--- src/rtl/xcfg_pkg.sv ---
package xcfg_pkg;

  localparam logic [3:0] OP_CLR   = 4'b0010;
  localparam logic [3:0] OP_BCAST = 4'b0011;
  localparam logic [3:0] OP_BUFW  = 4'b0100;
  localparam logic [3:0] OP_RDBK  = 4'b0101;
  localparam logic [3:0] OP_CONN  = 4'b0110;
  localparam logic [3:0] OP_DISC  = 4'b0111;

  typedef enum logic [2:0] {
    RQ_NONE  = 3'd0,
    RQ_CLR   = 3'd1,
    RQ_BCAST = 3'd2,
    RQ_BUFW  = 3'd3,
    RQ_CONN  = 3'd4,
    RQ_DISC  = 3'd5
  } req_kind_e;

  // One strobe per decoded action, already gated by enable and range.
  typedef struct packed {
    logic clr;
    logic bcast;
    logic bufw;
    logic conn;
    logic disc;
    logic rd_first;
    logic rd_second;
  } dec_t;

endpackage

--- src/rtl/xcfg_decode.sv ---
module xcfg_decode
  import xcfg_pkg::*;
#(
  parameter int NPORT = 80,
  parameter int AW    = 7
) (
  input  logic          en_n,
  input  logic [3:0]    op,
  input  logic [AW-1:0] fa,
  input  logic [AW-1:0] fb,
  input  logic          upd_n,
  input  logic          pend,
  output dec_t          dec,
  output logic          a_ok,
  output logic          b_ok
);

  localparam logic [AW:0] NP = (AW+1)'(NPORT);

  assign a_ok = {1'b0, fa} < NP;
  assign b_ok = {1'b0, fb} < NP;

  always_comb begin
    dec = '0;
    if (!en_n) begin
      if (pend) begin
        // second readback cycle: opcode field is not decoded
        dec.rd_second = 1'b1;
      end else begin
        case (op)
          OP_CLR:   dec.clr      = 1'b1;
          OP_BCAST: dec.bcast    = upd_n & b_ok;
          OP_BUFW:  dec.bufw     = a_ok;
          OP_RDBK:  dec.rd_first = 1'b1;
          OP_CONN:  dec.conn     = a_ok & b_ok;
          OP_DISC:  dec.disc     = a_ok;
          default:  dec          = '0;
        endcase
      end
    end
  end

endmodule

--- src/rtl/xcfg_store.sv ---
module xcfg_store #(
  parameter int NPORT = 80,
  parameter int AW    = 7,
  parameter int CW    = 4
) (
  input  logic          clk,
  input  logic          rst,
  input  logic          clr,
  input  logic          bcast,
  input  logic          bufw,
  input  logic          conn,
  input  logic          disc,
  input  logic          rd_first,
  input  logic          a_ok,
  input  logic [AW-1:0] fa,
  input  logic [AW-1:0] fb,
  input  logic          upd_n,
  output logic [CW-1:0] rd_cfg,
  output logic          rd_vld,
  output logic [AW-1:0] rd_src,
  output logic          bc_on,
  output logic [AW-1:0] bc_src
);

  // Setting and source tables: one write, one registered read, no reset.
  logic [CW-1:0] cfg_mem [NPORT];
  logic [AW-1:0] src_mem [NPORT];
  logic [NPORT-1:0] vld;

  always_ff @(negedge clk) begin
    if (bufw) cfg_mem[fa] <= fb[CW-1:0];
    if (conn) src_mem[fa] <= fb;
    if (rd_first && a_ok) begin
      rd_cfg <= cfg_mem[fa];
      rd_src <= src_mem[fa];
    end
  end

  // Connection valid bits live in flops so a clear takes one cycle.
  for (genvar i = 0; i < NPORT; i++) begin : g_vld
    always_ff @(negedge clk) begin
      if (rst || clr)                     vld[i] <= 1'b0;
      else if (conn && fa == AW'(i))      vld[i] <= 1'b1;
      else if (disc && fa == AW'(i))      vld[i] <= 1'b0;
    end
  end

  always_ff @(negedge clk) begin
    if (rst) rd_vld <= 1'b0;
    else if (rd_first && a_ok) rd_vld <= vld[fa];
  end

  // Broadcast is an overlay; the programmed map stays intact beneath it.
  always_ff @(negedge clk) begin
    if (rst || clr || !upd_n) begin
      bc_on  <= 1'b0;
      bc_src <= '0;
    end else if (bcast) begin
      bc_on  <= 1'b1;
      bc_src <= fb;
    end
  end

endmodule

--- src/rtl/xcfg_rbseq.sv ---
module xcfg_rbseq #(
  parameter int AW = 7,
  parameter int CW = 4,
  localparam int RW = CW + 1
) (
  input  logic          clk,
  input  logic          rst,
  input  logic          en_n,
  input  logic          rd_first,
  input  logic          rd_second,
  input  logic          a_ok,
  input  logic          b_ok,
  input  logic [AW-1:0] fb,
  input  logic [CW-1:0] rd_cfg,
  input  logic          rd_vld,
  input  logic [AW-1:0] rd_src,
  input  logic          bc_on,
  input  logic [AW-1:0] bc_src,
  output logic          pend,
  output logic [RW-1:0] rb
);

  logic          rng_ok;
  logic [AW-1:0] want_in;
  logic          hit;
  logic [RW-1:0] status;

  always_comb begin
    hit    = bc_on ? (bc_src == want_in) : (rd_vld && rd_src == want_in);
    status = rng_ok ? {hit, rd_cfg} : '0;
  end

  always_ff @(negedge clk) begin
    if (rst) begin
      pend    <= 1'b0;
      rng_ok  <= 1'b0;
      want_in <= '0;
      rb      <= '0;
    end else if (en_n) begin
      pend <= 1'b0;                       // gap drops a pending readback
    end else begin
      pend <= rd_first;
      if (rd_first) begin
        rng_ok  <= a_ok & b_ok;
        want_in <= fb;
      end
      rb <= rd_second ? status : '0;
    end
  end

endmodule

--- src/rtl/xcfg_ctrl.sv ---
module xcfg_ctrl
  import xcfg_pkg::*;
#(
  parameter int NPORT = 80,
  parameter int AW    = 7,
  parameter int CW    = 4
) (
  input  logic          clk_cfg,
  input  logic          rst,
  input  logic          en_n,
  input  logic [3:0]    op,
  input  logic [AW-1:0] fa,
  input  logic [AW-1:0] fb,
  input  logic          upd_n,
  output logic [CW:0]   rb,
  output logic          req_vld,
  output logic [2:0]    req_kind,
  output logic [AW-1:0] req_out,
  output logic [AW-1:0] req_in,
  output logic [CW-1:0] req_cfg,
  output logic          bc_on
);

  dec_t          dec;
  logic          a_ok, b_ok, pend;
  logic [CW-1:0] rd_cfg;
  logic          rd_vld;
  logic [AW-1:0] rd_src, bc_src;
  req_kind_e     kind_d;

  xcfg_decode #(.NPORT(NPORT), .AW(AW)) u_dec (
    .en_n(en_n), .op(op), .fa(fa), .fb(fb), .upd_n(upd_n), .pend(pend),
    .dec(dec), .a_ok(a_ok), .b_ok(b_ok)
  );

  xcfg_store #(.NPORT(NPORT), .AW(AW), .CW(CW)) u_store (
    .clk(clk_cfg), .rst(rst), .clr(dec.clr), .bcast(dec.bcast),
    .bufw(dec.bufw), .conn(dec.conn), .disc(dec.disc),
    .rd_first(dec.rd_first), .a_ok(a_ok), .fa(fa), .fb(fb), .upd_n(upd_n),
    .rd_cfg(rd_cfg), .rd_vld(rd_vld), .rd_src(rd_src),
    .bc_on(bc_on), .bc_src(bc_src)
  );

  xcfg_rbseq #(.AW(AW), .CW(CW)) u_rb (
    .clk(clk_cfg), .rst(rst), .en_n(en_n),
    .rd_first(dec.rd_first), .rd_second(dec.rd_second),
    .a_ok(a_ok), .b_ok(b_ok), .fb(fb),
    .rd_cfg(rd_cfg), .rd_vld(rd_vld), .rd_src(rd_src),
    .bc_on(bc_on), .bc_src(bc_src), .pend(pend), .rb(rb)
  );

  always_comb begin
    if (dec.clr)        kind_d = RQ_CLR;
    else if (dec.bcast) kind_d = RQ_BCAST;
    else if (dec.bufw)  kind_d = RQ_BUFW;
    else if (dec.conn)  kind_d = RQ_CONN;
    else if (dec.disc)  kind_d = RQ_DISC;
    else                kind_d = RQ_NONE;
  end

  always_ff @(negedge clk_cfg) begin
    if (rst) begin
      req_vld  <= 1'b0;
      req_kind <= RQ_NONE;
      req_out  <= '0;
      req_in   <= '0;
      req_cfg  <= '0;
    end else begin
      req_vld  <= (kind_d != RQ_NONE);
      req_kind <= kind_d;
      if (kind_d != RQ_NONE) begin
        req_out <= fa;
        req_in  <= fb;
        req_cfg <= fb[CW-1:0];
      end
    end
  end

endmodule

--- config.mk ---
export PLATFORM = sky130hd
export DESIGN_NAME = xcfg_ctrl
export DESIGN_NICKNAME = d
export VERILOG_FILES = /design/src/rtl/xcfg_pkg.sv /design/src/rtl/xcfg_decode.sv /design/src/rtl/xcfg_store.sv /design/src/rtl/xcfg_rbseq.sv /design/src/rtl/xcfg_ctrl.sv
export SDC_FILE = /design/constraint.sdc
export NUM_CORES = 2
export LEC_CHECK = 0
export BUFFER_PORTS_ARGS = -buffer_cell sky130_fd_sc_hd__buf_4
export CAP_MARGIN = 10
export CORE_UTILIZATION = 35
export CTS_CLUSTER_SIZE = 24
export DETAILED_ROUTE_END_ITERATION = 10
export PLACE_DENSITY = 0.53
export SYNTH_ARGS = -nofsm -noshare
export SYNTH_HDL_FRONTEND = slang
export SYNTH_SLANG_ARGS = --single-unit
--- constraint.sdc ---
create_clock -name clk_cfg -period 4.85 [get_ports clk_cfg]
set_clock_uncertainty 0.15 [all_clocks]
set_input_delay 0.7275 -clock clk_cfg [delete_from_list [all_inputs] [get_ports clk_cfg]]
set_output_delay 0.7275 -clock clk_cfg [all_outputs]
set_load 0.005 [all_outputs]
After elaboration in Yosys (flattened, before gate mapping):

Memory sizes are Yosys's and may differ from the RTL's. A register that Yosys moved wholly into a read port is not among the register bits.
Index checks and enable logic that the tools add are counted.

* multiplexer cells: 183
* reduce and logical (&&, ||, !) cells: 249
* equal/unequal tests: 87
* magnitude comparators: 3
* bitwise operators: 3

Operator list (count)
* $eq A7 B6 Y1 const B: 32
* $mux W1: 173
* $logic_and A1 B1 Y1: 162
* $reduce_bool A2 Y1: 80
* $eq A7 B5 Y1 const B: 16
* $eq A7 B7 Y1 const B: 16
* $eq A7 B4 Y1 const B: 8
* $eq A7 B3 Y1 const B: 4
* $eq A4 B3 Y1 const B: 4
* $mux W3: 5
* $eq A7 B2 Y1 const B: 2
* $eq A7 B7 Y1: 2
* $lt A7 B7 Y1 const B: 2
* $mux W5: 2
* $eq A4 B2 Y1 const B: 2
* $lt A7 B8 Y1 const B: 1
* $bmux W1 S7: 1
* $eq A7 B1 Y1 const B: 1
* $logic_not A7 Y1: 1
* $mux W7: 1
* $mux W6: 1
* $reduce_bool A3 Y1: 1
* $and A1 B1 Y1: 2
* $logic_or A1 B1 Y1: 2
* 4 further kinds: 4

* input bits: 22
* register bits after elaboration: 125
* memories: 2
* memory bits (writable): 880
* output and inout bits: 28

Memories
* u_store.src_mem: words 80, width 7, read ports 1, clocked after memory_dff 1, wr ports 1, line xcfg_store.sv:27 `logic [AW-1:0] src_mem [NPORT];`
* u_store.cfg_mem: words 80, width 4, read ports 1, clocked after memory_dff 1, wr ports 1, line xcfg_store.sv:26 `logic [CW-1:0] cfg_mem [NPORT];`

Longest topological paths before layout:

* word-level depth: 11
* gate-level depth with buffers: 9
* depth with buffers taken out: 5

Hierarchy:

From an unflattened synthesis, not the netlist that was laid out.

* cells, all modules: 2210
* area, all modules: 40672.8 um^2

Modules (own cells, without submodules)
* xcfg_store: area an instance 39101.3 um^2, cells each 2039, sequential area each 28537.4 um^2, times used 1
* xcfg_ctrl: area an instance 805.8 um^2, cells each 79, sequential area each 360.3 um^2, times used 1
* xcfg_rbseq: area an instance 649.4 um^2, cells each 77, sequential area each 280.3 um^2, times used 1
* xcfg_decode: area an instance 116.4 um^2, cells each 15, sequential area each 0.0 um^2, times used 1

==> flow_metrics.py <==
metrics = {
    "outcome": {
        "result_of_the_run": "complete, but fails checks",
        "violations": "setup timing",
    },
    "timing": {
        "hold_viol_final": 0,
        "setup_viol": 1,
        "fin_ws_ns": -0.009749,
        "tightest_slew_ns": 0.7076,
        "maxSlewViolCount": 0,
        "worst_hold_slack_ns": 0.3228,
        "timing.slew.headroom": 0.5283,
        "rsz0062_at_grt": "yes",
    },
    "cells_and_area": {
        "finalNetCount": 3829,
        "area.growth.synth_to_final_pct": 36.55,
        "post_route_cells_drive_above_1_share": 0.2827,
    },
    "yosys": {
        "post_synthesis_compound_gate_area_fraction": 0.04302,
        "largest_family_of_logic_cells_by_synthesized_area": "multiplexers",
        "synthTopCellsByArea": "edfxtp_1 (67%), mux4_2 (13%), dfxtp_1 (6.0%)",
        "synth_adder_area_share": 0,
        "synth-xor-area-share": 0.003050,
        "syn_inst": 2309,
        "synthSimpleGateAreaFrac": 0.04875,
        "synth_mux_area_frac": 0.1530,
        "synth_area_leader_cell": "edfxtp_1",
        "yosys-top-cells-count": "edfxtp_1 (891), mux4_2 (237), nor2_1 (151), dfxtp_1 (121), nand2_1 (114)",
        "count_leader_synth": "edfxtp_1",
        "synth_sequential_area_ratio": 0.7259,
        "synth.avg_cell_area_um2": 17.41,
        "synth.lib_cells_used.distinct": 51,
        "synth_async_sr_flop_share": 0,
        "synth_top_area_share": 0.6656,
        "syn-num-nets": 2331,
        "post_synthesis_instance_area_um2": 40200,
        "synth_seq_cells": 1012,
        "ys.flop_type": "edfxtp_1",
        "synth_enable_flop_cells": 891,
        "synth-warning-count": 0,
    },
    "cts": {
        "hold_buffers": 0,
        "clk_root_buffer_cell": "clkbuf_16",
        "clk_latency_ns": 0.70,
        "cts_buffers": 110,
        "cts_tree": "done",
        "ctsHtreeMaxLevel": 3,
        "worst_path_clk_slew_ns": 0.03,
        "ctsLongestPathBuffers": 3,
        "clock_sink_count": 1012,
    },
    "power_and_ir_drop": {
        "power-per-cell-area_nw_per_um2": 411.5,
        "p_leak_nw": 22.82,
        "irDropWorstVdd_mv": 0.3508,
        "finalPower_mw": 22.59,
    },
    "drt": {
        "dr.max_layer_used": "met4",
        "drtIter0Drc": 2160,
        "final_routed_wirelength_across_all_metal_layers_um": 119000,
        "routed_met3_length_um": 7083,
        "post-route-drc-count": 0,
        "met2RoutedLength_um": 59370,
        "num_vias": 26960,
        "ant_nets": 0,
        "routed_wire_length_per_instance_um": 22.04,
        "routedLengthMet1_um": 49930,
        "post_drt_via_cell_ratio": 4.993,
        "drt-pass1-iter-count": 5,
    },
    "job": {
        "max_cap_violations": 0,
    },
    "grt": {
        "vias_in_the_first_global_route": 30050,
        "grt_max_degree": 89,
        "grt-ovfl-total": 0,
        "grt_pass1_wl_um": 175600,
        "grt_antenna_before_repair": 2,
        "gr-usage-all-layers": 0.2048,
    },
    "die": {
        "io-pin-count": 50,
        "die_outline_area_um2": 116200,
        "coreArea_um2": 113100,
        "die_extent_in_y_um": 340.9,
        "rows": 123,
        "start_util": 0.3554,
        "die_x_um": 340.9,
    },
    "worst_setup_path": {
        "critPathMaxFanout": 8,
        "cp_startpoint_kind": "input pin",
        "crit_path_top_delay_cell": "mux4_2",
        "rr_worst_depth": 7,
        "reg2reg_setup_slack_ns": 2.54,
        "critPathKind": "in2reg",
        "timing.critical_path.slowest_cell_delay_ns": 0.55,
        "chain_of_cells_forming_the_critical_path": "buf_16 > buf_16 > buf_4 > mux4_2 > o31ai_4 > a2111oi_2 > buf_2 > buf_4 > o32a_1",
        "worstReg2RegEnd": "u_store.src_mem[2][1]$_DFFE_NP_",
        "worst_setup_path_startpoint": "fa[0]",
        "reg2reg_from": "u_rb.pend$_SDFF_NP0_",
        "cp-end-kind": "flip-flop",
        "data_arrival_time_of_the_worst_path_ns": 2.73,
        "crit_path_end": "u_store.rd_src[2]$_DFFE_NP_",
        "cp_top_family": "buffers and inverters",
        "required_time_at_the_worst_slack_endpoint_ns": 2.72,
        "worstSetupPathDepth": 9,
        "cp_num_buf_inv": 5,
    },
    "hold_path": {
        "hold_path_startpoint": "u_store.vld[35]$_SDFFE_NP0P_",
        "hp-class": "reg2reg",
    },
    "place": {
        "place.port_buffers": 49,
        "post-place-ws_ns": -0.8207,
        "globalplace.congestion": 0.8821,
        "hpwlAfterDp_um": 79100,
    },
}
-- worst reg2reg max path, stage by stage, from the launching register on --
cell	delay, ns
dfxtp_1	0.34
nor4b_4	0.32
nand2_1	0.14
nor3_4	0.18
buf_12	0.22
buf_12	0.15
nand3_1	0.18
inv_2	0.27
-- cells by family after synthesis --
kind of cell,count (synthesis)
buffers and inverters,233
muxes,318
AOI/OAI and AO/OA,297
and+or+nand+nor,435
xor gates and xnor gates,14
DFF,1012
-- cell type report --
type                       instances  area (um2)
antenna                            1       2.502
clock buffer                     110        2753
clock inverter                  1105        4805
fill                            9863       58230
inverter                          80       305.3
multi-input combinational       1064       10480
sequential                      1012       29180
tap                             1500        1877
timing repair buffer             527        5492
-- layer usage --
layer	track usage	vias up
met2	0.3291	902
li1	-	12160
met5	0	-
met1	0.2548	13760
met3	0.05788	144
met4	0.09856	0
-- where the power goes --
part / internal [mW] / leakage (nW) / switching, mW / total, mW
sequential: 9.55 / 8.98 / 0.00532 / 9.56
clock: 6.18 / 7.26 / 5.68 / 11.9
combinational: 0.504 / 6.58 / 0.659 / 1.16
total: 16.2 / 22.8 / 6.35 / 22.6
-- what timing repair did --
| action | 4_1_cts | 5_1_grt |
|---|---|---|
| setup endpoints to repair | 7 | 25 |
| setup buffers | 4 | 9 |
| pin swaps | 0 | 3 |
| cloned | 3 | 0 |
| resized for setup | 18 | 35 |
-- registers in the layout, summed over array words and instances (netlist names), 3 cells and up --
signal and cells:
u_store.src_mem 560, req_kind 3, req_in 7, u_store.vld 80, u_store.cfg_mem 320, u_rb.want_in 7
u_store.rd_src 7, req_out 7, u_store.rd_cfg 4, u_store.bc_src 7, u_rb.rb 5
-- cells in the final DEF (no fill, tap or decap), types with 96 or more instances in the layout --
| cell | n |
|---|---|
| a21oi_1 | 108 |
| buf_12 | 108 |
| buf_4 | 405 |
| clkbuf_16 | 110 |
| dfxtp_1 | 121 |
| edfxtp_1 | 891 |
| inv_1 | 1075 |
| mux4_2 | 237 |
| nand2_1 | 106 |
| nor2_1 | 96 |
-- through the flow --
stage               std cells  cell area [um2]  utilization  setup TNS (ns)
floorplan                2309            40670            -          -7.240
finish                   5399            54890       0.4852       -0.009749
detailed placement       4168            46890       0.4146         -408.29
global placement         4166            46880       0.4145         -400.36
CTS                      5389            54660       0.4832        -0.03142
global route             5398            54880       0.4852        -0.05343
-- worst min-delay path by stage --
stage	to	cells past startpoint
6_report	u_store.vld[35]$_SDFFE_NP0P_	2
5_1_grt	u_store.vld[31]$_SDFFE_NP0P_	2
4_1_cts	u_store.vld[35]$_SDFFE_NP0P_	2
3_5_place_dp	u_rb.rb[4]$_SDFFE_NP0N_	2
3_3_place_gp	u_store.vld[40]$_SDFFE_NP0P_	2
2_1_floorplan	u_store.vld[70]$_SDFFE_NP0P_	2
Power figures use the tool's default switching activity.
